`src/rtl/cvs_pkg.sv`:
```
package cvs_pkg;

   typedef enum logic [1:0] {
      SRC_EMPTY = 2'd0,
      SRC_CHEAP = 2'd1,
      SRC_AGED  = 2'd2
   } victim_src_e;

   function automatic bit is_pow2(input int n);
      return (n > 1) && ((n & (n - 1)) == 0);
   endfunction

endpackage

```
`src/rtl/cvs_lfsr.sv`:
```
module cvs_lfsr #(
   parameter int          LFSR_W = 16,
   parameter logic [63:0] POLY   = 64'hB400,
   parameter logic [63:0] SEED   = 64'h1ACE
) (
   input  logic              clk,
   input  logic              rst_n,
   output logic [LFSR_W-1:0] state
);

   localparam logic [LFSR_W-1:0] TAPS = POLY[LFSR_W-1:0];
   localparam logic [LFSR_W-1:0] INIT = SEED[LFSR_W-1:0];

   generate
      if (INIT == '0) begin : g_bad_seed
         $error("cvs_lfsr: seed must be non-zero");
      end
   endgenerate

   always_ff @(posedge clk or negedge rst_n) begin
      if (!rst_n) begin
         state <= INIT;
      end else begin
         state <= (state >> 1) ^ (state[0] ? TAPS : '0);
      end
   end

endmodule

```
`src/rtl/cvs_pick.sv`:
```
module cvs_pick #(
   parameter int WAYS  = 8,
   parameter int RND_W = 16
) (
   input  logic [WAYS-1:0]         mask,
   input  logic [RND_W-1:0]        rnd,
   output logic [$clog2(WAYS)-1:0] sel,
   output logic                    any
);

   localparam int WAY_W = $clog2(WAYS);
   localparam int CNT_W = $clog2(WAYS + 1);

   logic [CNT_W-1:0] cnt;
   logic [RND_W-1:0] idx;
   logic [RND_W-1:0] seen;

   always_comb begin
      cnt = '0;
      for (int w = 0; w < WAYS; w++) begin
         cnt = cnt + CNT_W'(mask[w]);
      end
   end

   assign any = |mask;
   assign idx = (cnt == '0) ? '0 : (rnd % RND_W'(cnt));

   always_comb begin
      sel  = '0;
      seen = '0;
      for (int w = 0; w < WAYS; w++) begin
         if (mask[w]) begin
            if (seen == idx) begin
               sel = WAY_W'(w);
            end
            seen = seen + 1'b1;
         end
      end
   end

endmodule

```
`src/rtl/cvs_recency.sv`:
```
module cvs_recency #(
   parameter int WAYS = 8,
   parameter int SETS = 16
) (
   input  logic                    clk,
   input  logic                    rst_n,
   input  logic                    hit_en,
   input  logic [$clog2(SETS)-1:0] hit_set,
   input  logic [$clog2(WAYS)-1:0] hit_way,
   input  logic                    fill_en,
   input  logic [$clog2(SETS)-1:0] fill_set,
   input  logic [$clog2(WAYS)-1:0] fill_way,
   input  logic [$clog2(SETS)-1:0] rd_set,
   output logic [$clog2(WAYS)-1:0] lru_way
);

   localparam int WAY_W = $clog2(WAYS);
   localparam int SET_W = $clog2(SETS);
   localparam logic [WAY_W-1:0] OLDEST = WAY_W'(WAYS - 1);

   logic [WAYS-1:0][WAY_W-1:0] age_all [SETS];
   logic [WAYS-1:0][WAY_W-1:0] rd_age;

   for (genvar s = 0; s < SETS; s++) begin : g_set
      logic                       touch;
      logic [WAY_W-1:0]           tway;
      logic [WAYS-1:0][WAY_W-1:0] age_q;

      always_comb begin
         touch = 1'b0;
         tway  = '0;
         if (fill_en && (fill_set == SET_W'(s))) begin
            touch = 1'b1;
            tway  = fill_way;
         end else if (hit_en && (hit_set == SET_W'(s))) begin
            touch = 1'b1;
            tway  = hit_way;
         end
      end

      always_ff @(posedge clk or negedge rst_n) begin
         if (!rst_n) begin
            for (int w = 0; w < WAYS; w++) begin
               age_q[w] <= WAY_W'(w);
            end
         end else if (touch) begin
            for (int w = 0; w < WAYS; w++) begin
               if (WAY_W'(w) == tway) begin
                  age_q[w] <= '0;
               end else if (age_q[w] < age_q[tway]) begin
                  age_q[w] <= age_q[w] + 1'b1;
               end
            end
         end
      end

      assign age_all[s] = age_q;
   end

   assign rd_age = age_all[rd_set];

   always_comb begin
      lru_way = '0;
      for (int w = 0; w < WAYS; w++) begin
         if (rd_age[w] == OLDEST) begin
            lru_way = WAY_W'(w);
         end
      end
   end

endmodule

```
`src/rtl/cost_victim_sel.sv`:
```
module cost_victim_sel #(
   parameter int          WAYS      = 8,
   parameter int          SETS      = 16,
   parameter int          COST_W    = 5,
   parameter int          LFSR_W    = 16,
   parameter logic [63:0] LFSR_POLY = 64'hB400,
   parameter logic [63:0] LFSR_SEED = 64'h1ACE
) (
   input  logic                     clk,
   input  logic                     rst_n,
   input  logic [WAYS-1:0]          way_valid,
   input  logic [WAYS*COST_W-1:0]   way_cost,
   input  logic [WAYS-1:0]          way_conf,
   input  logic [COST_W-1:0]        cost_thresh,
   input  logic                     miss_req,
   input  logic [$clog2(SETS)-1:0]  miss_set,
   input  logic                     hit_en,
   input  logic [$clog2(SETS)-1:0]  hit_set,
   input  logic [$clog2(WAYS)-1:0]  hit_way,
   input  logic                     fill_en,
   input  logic [$clog2(SETS)-1:0]  fill_set,
   input  logic [$clog2(WAYS)-1:0]  fill_way,
   output logic [$clog2(WAYS)-1:0]  victim_way,
   output logic                     victim_valid
);

   import cvs_pkg::*;

   localparam int WAY_W = $clog2(WAYS);

   generate
      if (!is_pow2(WAYS)) begin : g_bad_ways
         $error("cost_victim_sel: WAYS must be a power of two of at least 2");
      end
      if (!is_pow2(SETS)) begin : g_bad_sets
         $error("cost_victim_sel: SETS must be a power of two of at least 2");
      end
      if (COST_W < 1) begin : g_bad_cost
         $error("cost_victim_sel: COST_W must be at least 1");
      end
      if (LFSR_W < WAY_W + 4 || LFSR_W > 64) begin : g_bad_lfsr
         $error("cost_victim_sel: LFSR_W must be between WAY_W+4 and 64");
      end
   endgenerate

   logic [WAYS-1:0]   empty_mask;
   logic [WAYS-1:0]   cheap_mask;
   logic [LFSR_W-1:0] rnd;
   logic [WAY_W-1:0]  empty_way;
   logic [WAY_W-1:0]  cheap_way;
   logic [WAY_W-1:0]  aged_way;
   logic              empty_any;
   logic              cheap_any;
   victim_src_e       src;
   logic [WAY_W-1:0]  pick_way;

   assign empty_mask = ~way_valid;

   for (genvar w = 0; w < WAYS; w++) begin : g_cheap
      logic [COST_W-1:0] cost_w;
      assign cost_w        = way_cost[w*COST_W +: COST_W];
      assign cheap_mask[w] = way_conf[w] && (cost_w > cost_thresh);
   end

   cvs_lfsr #(
      .LFSR_W (LFSR_W),
      .POLY   (LFSR_POLY),
      .SEED   (LFSR_SEED)
   ) u_lfsr (
      .clk   (clk),
      .rst_n (rst_n),
      .state (rnd)
   );

   // Lowest empty way: a pick with a zero random index takes the first set bit.
   cvs_pick #(
      .WAYS  (WAYS),
      .RND_W (LFSR_W)
   ) u_pick_empty (
      .mask (empty_mask),
      .rnd  ('0),
      .sel  (empty_way),
      .any  (empty_any)
   );

   cvs_pick #(
      .WAYS  (WAYS),
      .RND_W (LFSR_W)
   ) u_pick_cheap (
      .mask (cheap_mask),
      .rnd  (rnd),
      .sel  (cheap_way),
      .any  (cheap_any)
   );

   cvs_recency #(
      .WAYS (WAYS),
      .SETS (SETS)
   ) u_recency (
      .clk      (clk),
      .rst_n    (rst_n),
      .hit_en   (hit_en),
      .hit_set  (hit_set),
      .hit_way  (hit_way),
      .fill_en  (fill_en),
      .fill_set (fill_set),
      .fill_way (fill_way),
      .rd_set   (miss_set),
      .lru_way  (aged_way)
   );

   always_comb begin
      if (empty_any) begin
         src = SRC_EMPTY;
      end else if (cheap_any) begin
         src = SRC_CHEAP;
      end else begin
         src = SRC_AGED;
      end
   end

   always_comb begin
      unique case (src)
         SRC_EMPTY: pick_way = empty_way;
         SRC_CHEAP: pick_way = cheap_way;
         default:   pick_way = aged_way;
      endcase
   end

   always_ff @(posedge clk or negedge rst_n) begin
      if (!rst_n) begin
         victim_valid <= 1'b0;
         victim_way   <= '0;
      end else begin
         victim_valid <= miss_req;
         if (miss_req) begin
            victim_way <= pick_way;
         end
      end
   end

endmodule

```
`config.mk`:
```
export PLATFORM = sky130hd
export DESIGN_NAME = cost_victim_sel
export DESIGN_NICKNAME = d
export VERILOG_FILES = /design/src/rtl/cvs_pkg.sv /design/src/rtl/cvs_lfsr.sv /design/src/rtl/cvs_pick.sv /design/src/rtl/cvs_recency.sv /design/src/rtl/cost_victim_sel.sv
export SDC_FILE = /design/constraint.sdc
export NUM_CORES = 2
export LEC_CHECK = 0
export CORE_MARGIN = 1
export CORE_UTILIZATION = 45
export DETAILED_ROUTE_END_ITERATION = 10
export PLACE_DENSITY_LB_ADDON = 0.2
export SETUP_SLACK_MARGIN = 0.1
export SLEW_MARGIN = 20
export SYNTH_ARGS = -nofsm -noshare
export SYNTH_HDL_FRONTEND = slang
export SYNTH_SLANG_ARGS = --single-unit
```
`constraint.sdc`:
```
create_clock -name clk -period 41.1 [get_ports clk]
set_input_delay 8.22 -clock clk [delete_from_list [all_inputs] [get_ports clk]]
set_output_delay 8.22 -clock clk [all_outputs]
set_load 0.01 [all_outputs]
```
=== Word level (Yosys, flattened, before mapping) ===
Index checks and enable logic that the tools add are counted.
W data, S select, Z words.

* Bits of input ports: 84
* Latch bits: 0
* Flip-flop bits (word level): 404
* ROM bits: 0
* Output and inout bits: 4
* Bits in writable memories: 0
* Word-level logic and storage cells: 1336
* Memories: 0

* Shift-type cells: 0
* $lt $le $gt $ge: 153
* Add/sub/neg operators: 154
* Reduce and logical (&&, ||, !) cells: 319
* Divide/modulo/power cells: 2
* Multiplexer cells: 410
* Multipliers: 0
* Equal/unequal tests: 164
* Bitwise operators: 3

{| class="wikitable"
|+ Operators with widths
! cell !! number
|-
| $mux W3 || 334
|-
| $add A3 B1 Y3 const B || 128
|-
| $lt A3 B3 Y1 || 128
|-
| $reduce_and A2 Y1 || 128
|-
| $reduce_bool A2 Y1 || 128
|-
| $mux W16 || 15
|-
| $eq A16 B16 Y1 || 12
|-
| $eq A3 B3 Y1 const A || 64
|-
| $add A16 B1 Y16 const B || 10
|-
| $bmux W3 S3 || 16
|-
| $bmux W24 S4 || 1
|-
| $eq A2 B3 Y1 const A || 32
|-
| $eq A4 B4 Y1 const B || 16
|-
| $lt A3 B4 Y1 const B || 16
|-
| $add A4 B1 Y4 || 12
|-
| $eq A1 B3 Y1 const A || 16
|-
| $logic_not A3 Y1 || 16
|-
| $mux W24 || 2
|-
| $gt A5 B5 Y1 || 8
|-
| $logic_and A1 B1 Y1 || 40
|-
| $mux W1 || 37
|-
| $eq A1 B16 Y1 || 2
|-
| $eq A4 B3 Y1 const B || 8
|-
| $eq A3 B3 Y1 const B || 7
|-
| other kinds (16) || 29
|}

=== Longest topological paths before layout ===
* Depth in word-level cells: 27
* Gate-level depth with buffers: 162
* Mapped depth without buffers: 156

=== Modules after synthesis ===
From an unflattened synthesis, not the netlist that was laid out.

* Cells, all modules: 6069
* Area, all modules: 49009.5 um2

{| class="wikitable"
|+ Modules (own cells, without submodules)
! module !! instances !! sequential area each (um2) !! area an instance (um2) !! cells each
|-
| cvs_recency || 1 || 9849.4 || 34510.6 || 4043
|-
| cvs_pick || 2 || 0.0 || 6476.2 || 933
|-
| cost_victim_sel || 1 || 100.1 || 1109.8 || 141
|-
| cvs_lfsr || 1 || 410.4 || 436.7 || 19
|}

=== Worst setup path before layout ===
Ideal clock, no wire load.

* Kind: input to register
* Start: in cost_thresh[1]
* End: reg victim_way[0]
* Slack: 2.366 ns
* Cell stages on the path: 149
* Setup time: 0.121 ns
* Arrival time: 38.613 ns
* Path buffers: 6
* Required time: 40.979 ns
* Path through: inv_1 > ha_1 > nor2b_1 > o21a_1 > o21ai_0 > nand2b_1 > a21oi_1 > nor2_1 > ha_1 > inv_1 > fa_1 > inv_1 > fa_1 > inv_1 > fa_1 > inv_1 > fa_1 > inv_1 > (+113 left out) > nand4_1 > nor2_1 > a21oi_1 > fa_1 > a21o_1 > a21oi_1 > nor4bb_1 > and4_1 > buf_2 > mux2i_1 > nor2_1 > xor2_1 > nor4_1 > o21bai_1 > a31oi_1 > nor3b_1 > or4_1 > o22a_1

* Word-level cells in the longest chain between the ends: 27
* Elaborated cells between the ends (all ways): 66
* Classes of those cells: add/sub: 13; div: 1; order compare: 8; eq/ne: 8; mux: 25; reduce/logical: 11

{| class="wikitable"
|+ RTL lines
! element !! RTL line !! RTL
|-
| start, declared || cost_victim_sel.sv:14 || <nowiki>input logic [COST_W-1:0] cost_thresh,</nowiki>
|-
| $gt A5 B5 Y1 || cost_victim_sel.sv:62 || <nowiki>assign cheap_mask[w] = way_conf[w] && (cost_w > cost_thresh);</nowiki>
|-
| $logic_and A1 B1 Y1 || cost_victim_sel.sv:62 ||
|-
| $add A1 B1 Y2 || cvs_pick.sv:21 || <nowiki>cnt = cnt + CNT_W'(mask[w]);</nowiki>
|-
| $add A4 B1 Y4 (6 in a row) || cvs_pick.sv:21 ||
|-
| $mod A16 B4 Y16 / $logic_not A4 Y1 (equally long branches) || cvs_pick.sv:26 || <nowiki>assign idx = (cnt == '0) ? '0 : (rnd % RND_W'(cnt));</nowiki>
|-
| $mux W16 || cvs_pick.sv:26 ||
|-
| $eq A1 B16 Y1 || cvs_pick.sv:33 || <nowiki>if (seen == idx) begin</nowiki>
|-
| $mux W1 || cvs_pick.sv:33 ||
|-
| (+6 left out) || n/a ||
|-
| $mux W3 || cvs_pick.sv:32 || <nowiki>if (mask[w]) begin</nowiki>
|-
| $mux W3 || cvs_pick.sv:33 ||
|-
| $mux W3 || cvs_pick.sv:32 ||
|-
| $mux W3 || cvs_pick.sv:33 ||
|-
| $mux W3 || cvs_pick.sv:32 ||
|-
| $mux W3 || cvs_pick.sv:33 ||
|-
| $mux W3 || cvs_pick.sv:32 ||
|-
| $pmux W3 S2 * || cost_victim_sel.sv:123 || <nowiki>unique case (src)</nowiki>
|-
| end signal, assigned || cost_victim_sel.sv:137 || <nowiki>victim_way <= pick_way;</nowiki>
|-
| end, declared || cost_victim_sel.sv:23 || <nowiki>output logic [$clog2(WAYS)-1:0] victim_way,</nowiki>
|}

Mark *: on every way between the ends. The rest lies on a longest branch, timed or not.
A chain may end at the register's enable or synchronous reset.

=== Worst setup path after layout ===
Same ends and word-level chain as after synthesis.

==> metrics.cfg <==
[timing]
max-slew-margin-rel = 0.263
period_minus_slack_ns = 39.03
hold_viol = 0
report.final.setup_viol = 0
finalCritPeriodShare = 0.950
worstMarginPinSlew_ns = 1.09
skew_ns = 0.0351
slew_viol_final = 0
fmax_ghz = 0.0256

[cells_and_area]
post-route-util = 0.501
nNetsFinal = 6084
stdcell_count = 6791
drive_gt1_frac = 0.108
antennaDiodeCount = 0
area_delta_synth_final_pct = 10.4

[die]
io_pins = 88
start_util = 0.454
rows = 114
die_w_um = 314
fp.coreArea_um2 = 96600
die_h_um = 314
dieArea_um2 = 98700

[yosys]
synth.yosys.warnings = 0
netlist_area_um2 = 43900
synth_seq_cells = 404
ys.flop_type = dfrtp_1
synthCells = 5417
synthArstFlopShare = 1.00
synth-edff-count = 0
syn_avg_cell_area_um2 = 8.10
syn_nets = 6029
synthDistinctLibCells = 130
yosysSeqAreaShare = 0.236

[placement]
place_inst = 6679
port_buffers = 87
gp_congestion = 0.910
dpl.hpwl_um = 89600

[critical_path]
max_stage_delay_ns = 0.49
crit_family = compound AO/OA/AOI/OAI gates
worstSetupEndpointType = flop
arrival_ns = 39.54
cp.required_ns = 41.61
startpoint_type = input pin
slowest_stage = fa_1
cp_max_fo = 11
crit_top_cell = o21a_1
crit_type = in -> reg
crit_buf_inv = 14

[status]
outcome = completed

[clocking]
clkTransAtPathRegs_ns = 0.06
clock_latency_ns = 0.64
ctsHoldBuffers = 0
cts_tree = done
clockRootBuffer = clkbuf_16
cts_htree_levels = 2
cts_sinks = 404
clockBufferDepth = 3
cts_buffers = 51

[route]
route.detailed.wl_per_inst_um = 17.9
drc = 0
dr_wl_met3_um = 6060
antenna_left = 0
highest_layer = met5
firstDrtPassIters = 7
met2_length_um = 55500
vias = 40300
drt_iter0_drc = 2875
m1WireLength_um = 56400
totalWireLength_um = 121000
vias_per_cell = 5.94

[grt]
grt_max_degree = 92
grt_pass1_vias = 38100
grt_pass1_wl_um = 198000
grt_use_total = 0.240
antenna_found_initial = 4
grt_overflow = 0

[worst_hold_path]
hold_path.class = reg -> reg

[flow_run]
drv_cap = 0

==> stage by stage <==
step | hold WS [ns] | setup TNS, ns | setup slack, ns | instance area [um^2]
after floorplan | 0.352 | 0 | 2.37 | 43900
after global placement | 0.381 | 0 | 0.322 | 46300
after detailed placement | 0.379 | -1.34 | -0.473 | 46300
after CTS | 0.388 | 0 | 0.122 | 48100
after global routing | 0.392 | -0.155 | -0.117 | 48400
final | 0.388 | 0 | 2.07 | 48400
==> registers in the layout, indices dropped and copies added (netlist names) <==
| name | flops |
|---|---|
| u_lfsr.state | 16 |
| u_recency.age_all | 384 |
| victim_valid | 1 |
| victim_way | 3 |
==> layout by cell type (no fill, tap or decap), types with 175 or more instances in the layout <==
cell type	synthesis	routed
a21oi_1	207	201
a21o_1	176	176
nand3_1	249	249
dfrtp_1	204	204
nand2b_1	196	196
ha_1	519	519
dfstp_2	200	200
o21ai_0	304	297
xnor2_1	176	175
nor2_1	565	562
nand2_1	678	678
==> what timing repair did <==
action                                  in CTS  in global routing
setup buffers                                0                 15
resized for setup                            0                 35
endpoints found under the setup margin       0                  3
==> final cells by class <==
type / count / area, um^2
Inverter: 115 / 432
Multi-Input combinational cell: 4713 / 32600
Sequential cell: 404 / 10400
Clock inverter: 26 / 345
Fill cell: 9280 / 48100
Clock buffer: 70 / 1470
Timing Repair Buffer: 187 / 1620
Tap cell: 1276 / 1600
==> cell usage after synthesis, types with 53 or more instances <==
cell type	number	area, um^2
xor2_1	138	1210
a31oi_1	66	413
o21a_1	67	503
a21oi_1	207	1040
nand3_1	249	1250
xnor2_1	176	1540
inv_1	113	424
clkbuf_1	163	612
o21ai_0	304	1520
dfstp_2	200	5260
dfrtp_1	204	5100
mux2i_1	171	1710
nand2_1	678	2540
nand4_1	90	563
and3_1	102	638
nand2b_1	196	1230
mux2_2	53	597
nor2_1	565	2120
ha_1	519	6490
a21o_1	176	1320
a211oi_1	107	803
nor3_1	169	846
==> final timing paths <==
path	cells past startpoint	startpoint	to	slack (ns)
max	156	cost_thresh[1]	victim_way[0]	2.07
min	0	u_lfsr.state[2]	u_lfsr.state[1]	0.39
max reg2reg	137	u_lfsr.state[15]	victim_way[0]	13.33
min reg2reg	0	u_lfsr.state[2]	u_lfsr.state[1]	0.39
max in group asynchronous	3	rst_n	u_recency.age_all[340]	31.40
min in group asynchronous	1	rst_n	u_recency.age_all[208]	7.57
==> kinds of logic after synthesis <==
family,Yosys count,synth area share
flip-flops,404,0.236
multiplexers,242,0.0607
XOR/XNOR,317,0.0641
AO/OA/AOI/OAI,1325,0.208
adder cells (fa/ha/maj),528,0.152
buffers and inverters,301,0.0265
AND/OR/NAND/NOR,2300,0.252
==> layer usage <==
layer / vias up / global-route usage
li1: 20000 / -
met1: 19200 / 0.327
met2: 897 / 0.392
met3: 198 / 0.0353
met4: 8 / 0.0748
met5: - / 0
Power is left out: the tool's default activity adds up to more than one toggle a clock period on the data nets, which glitch-free logic cannot reach.
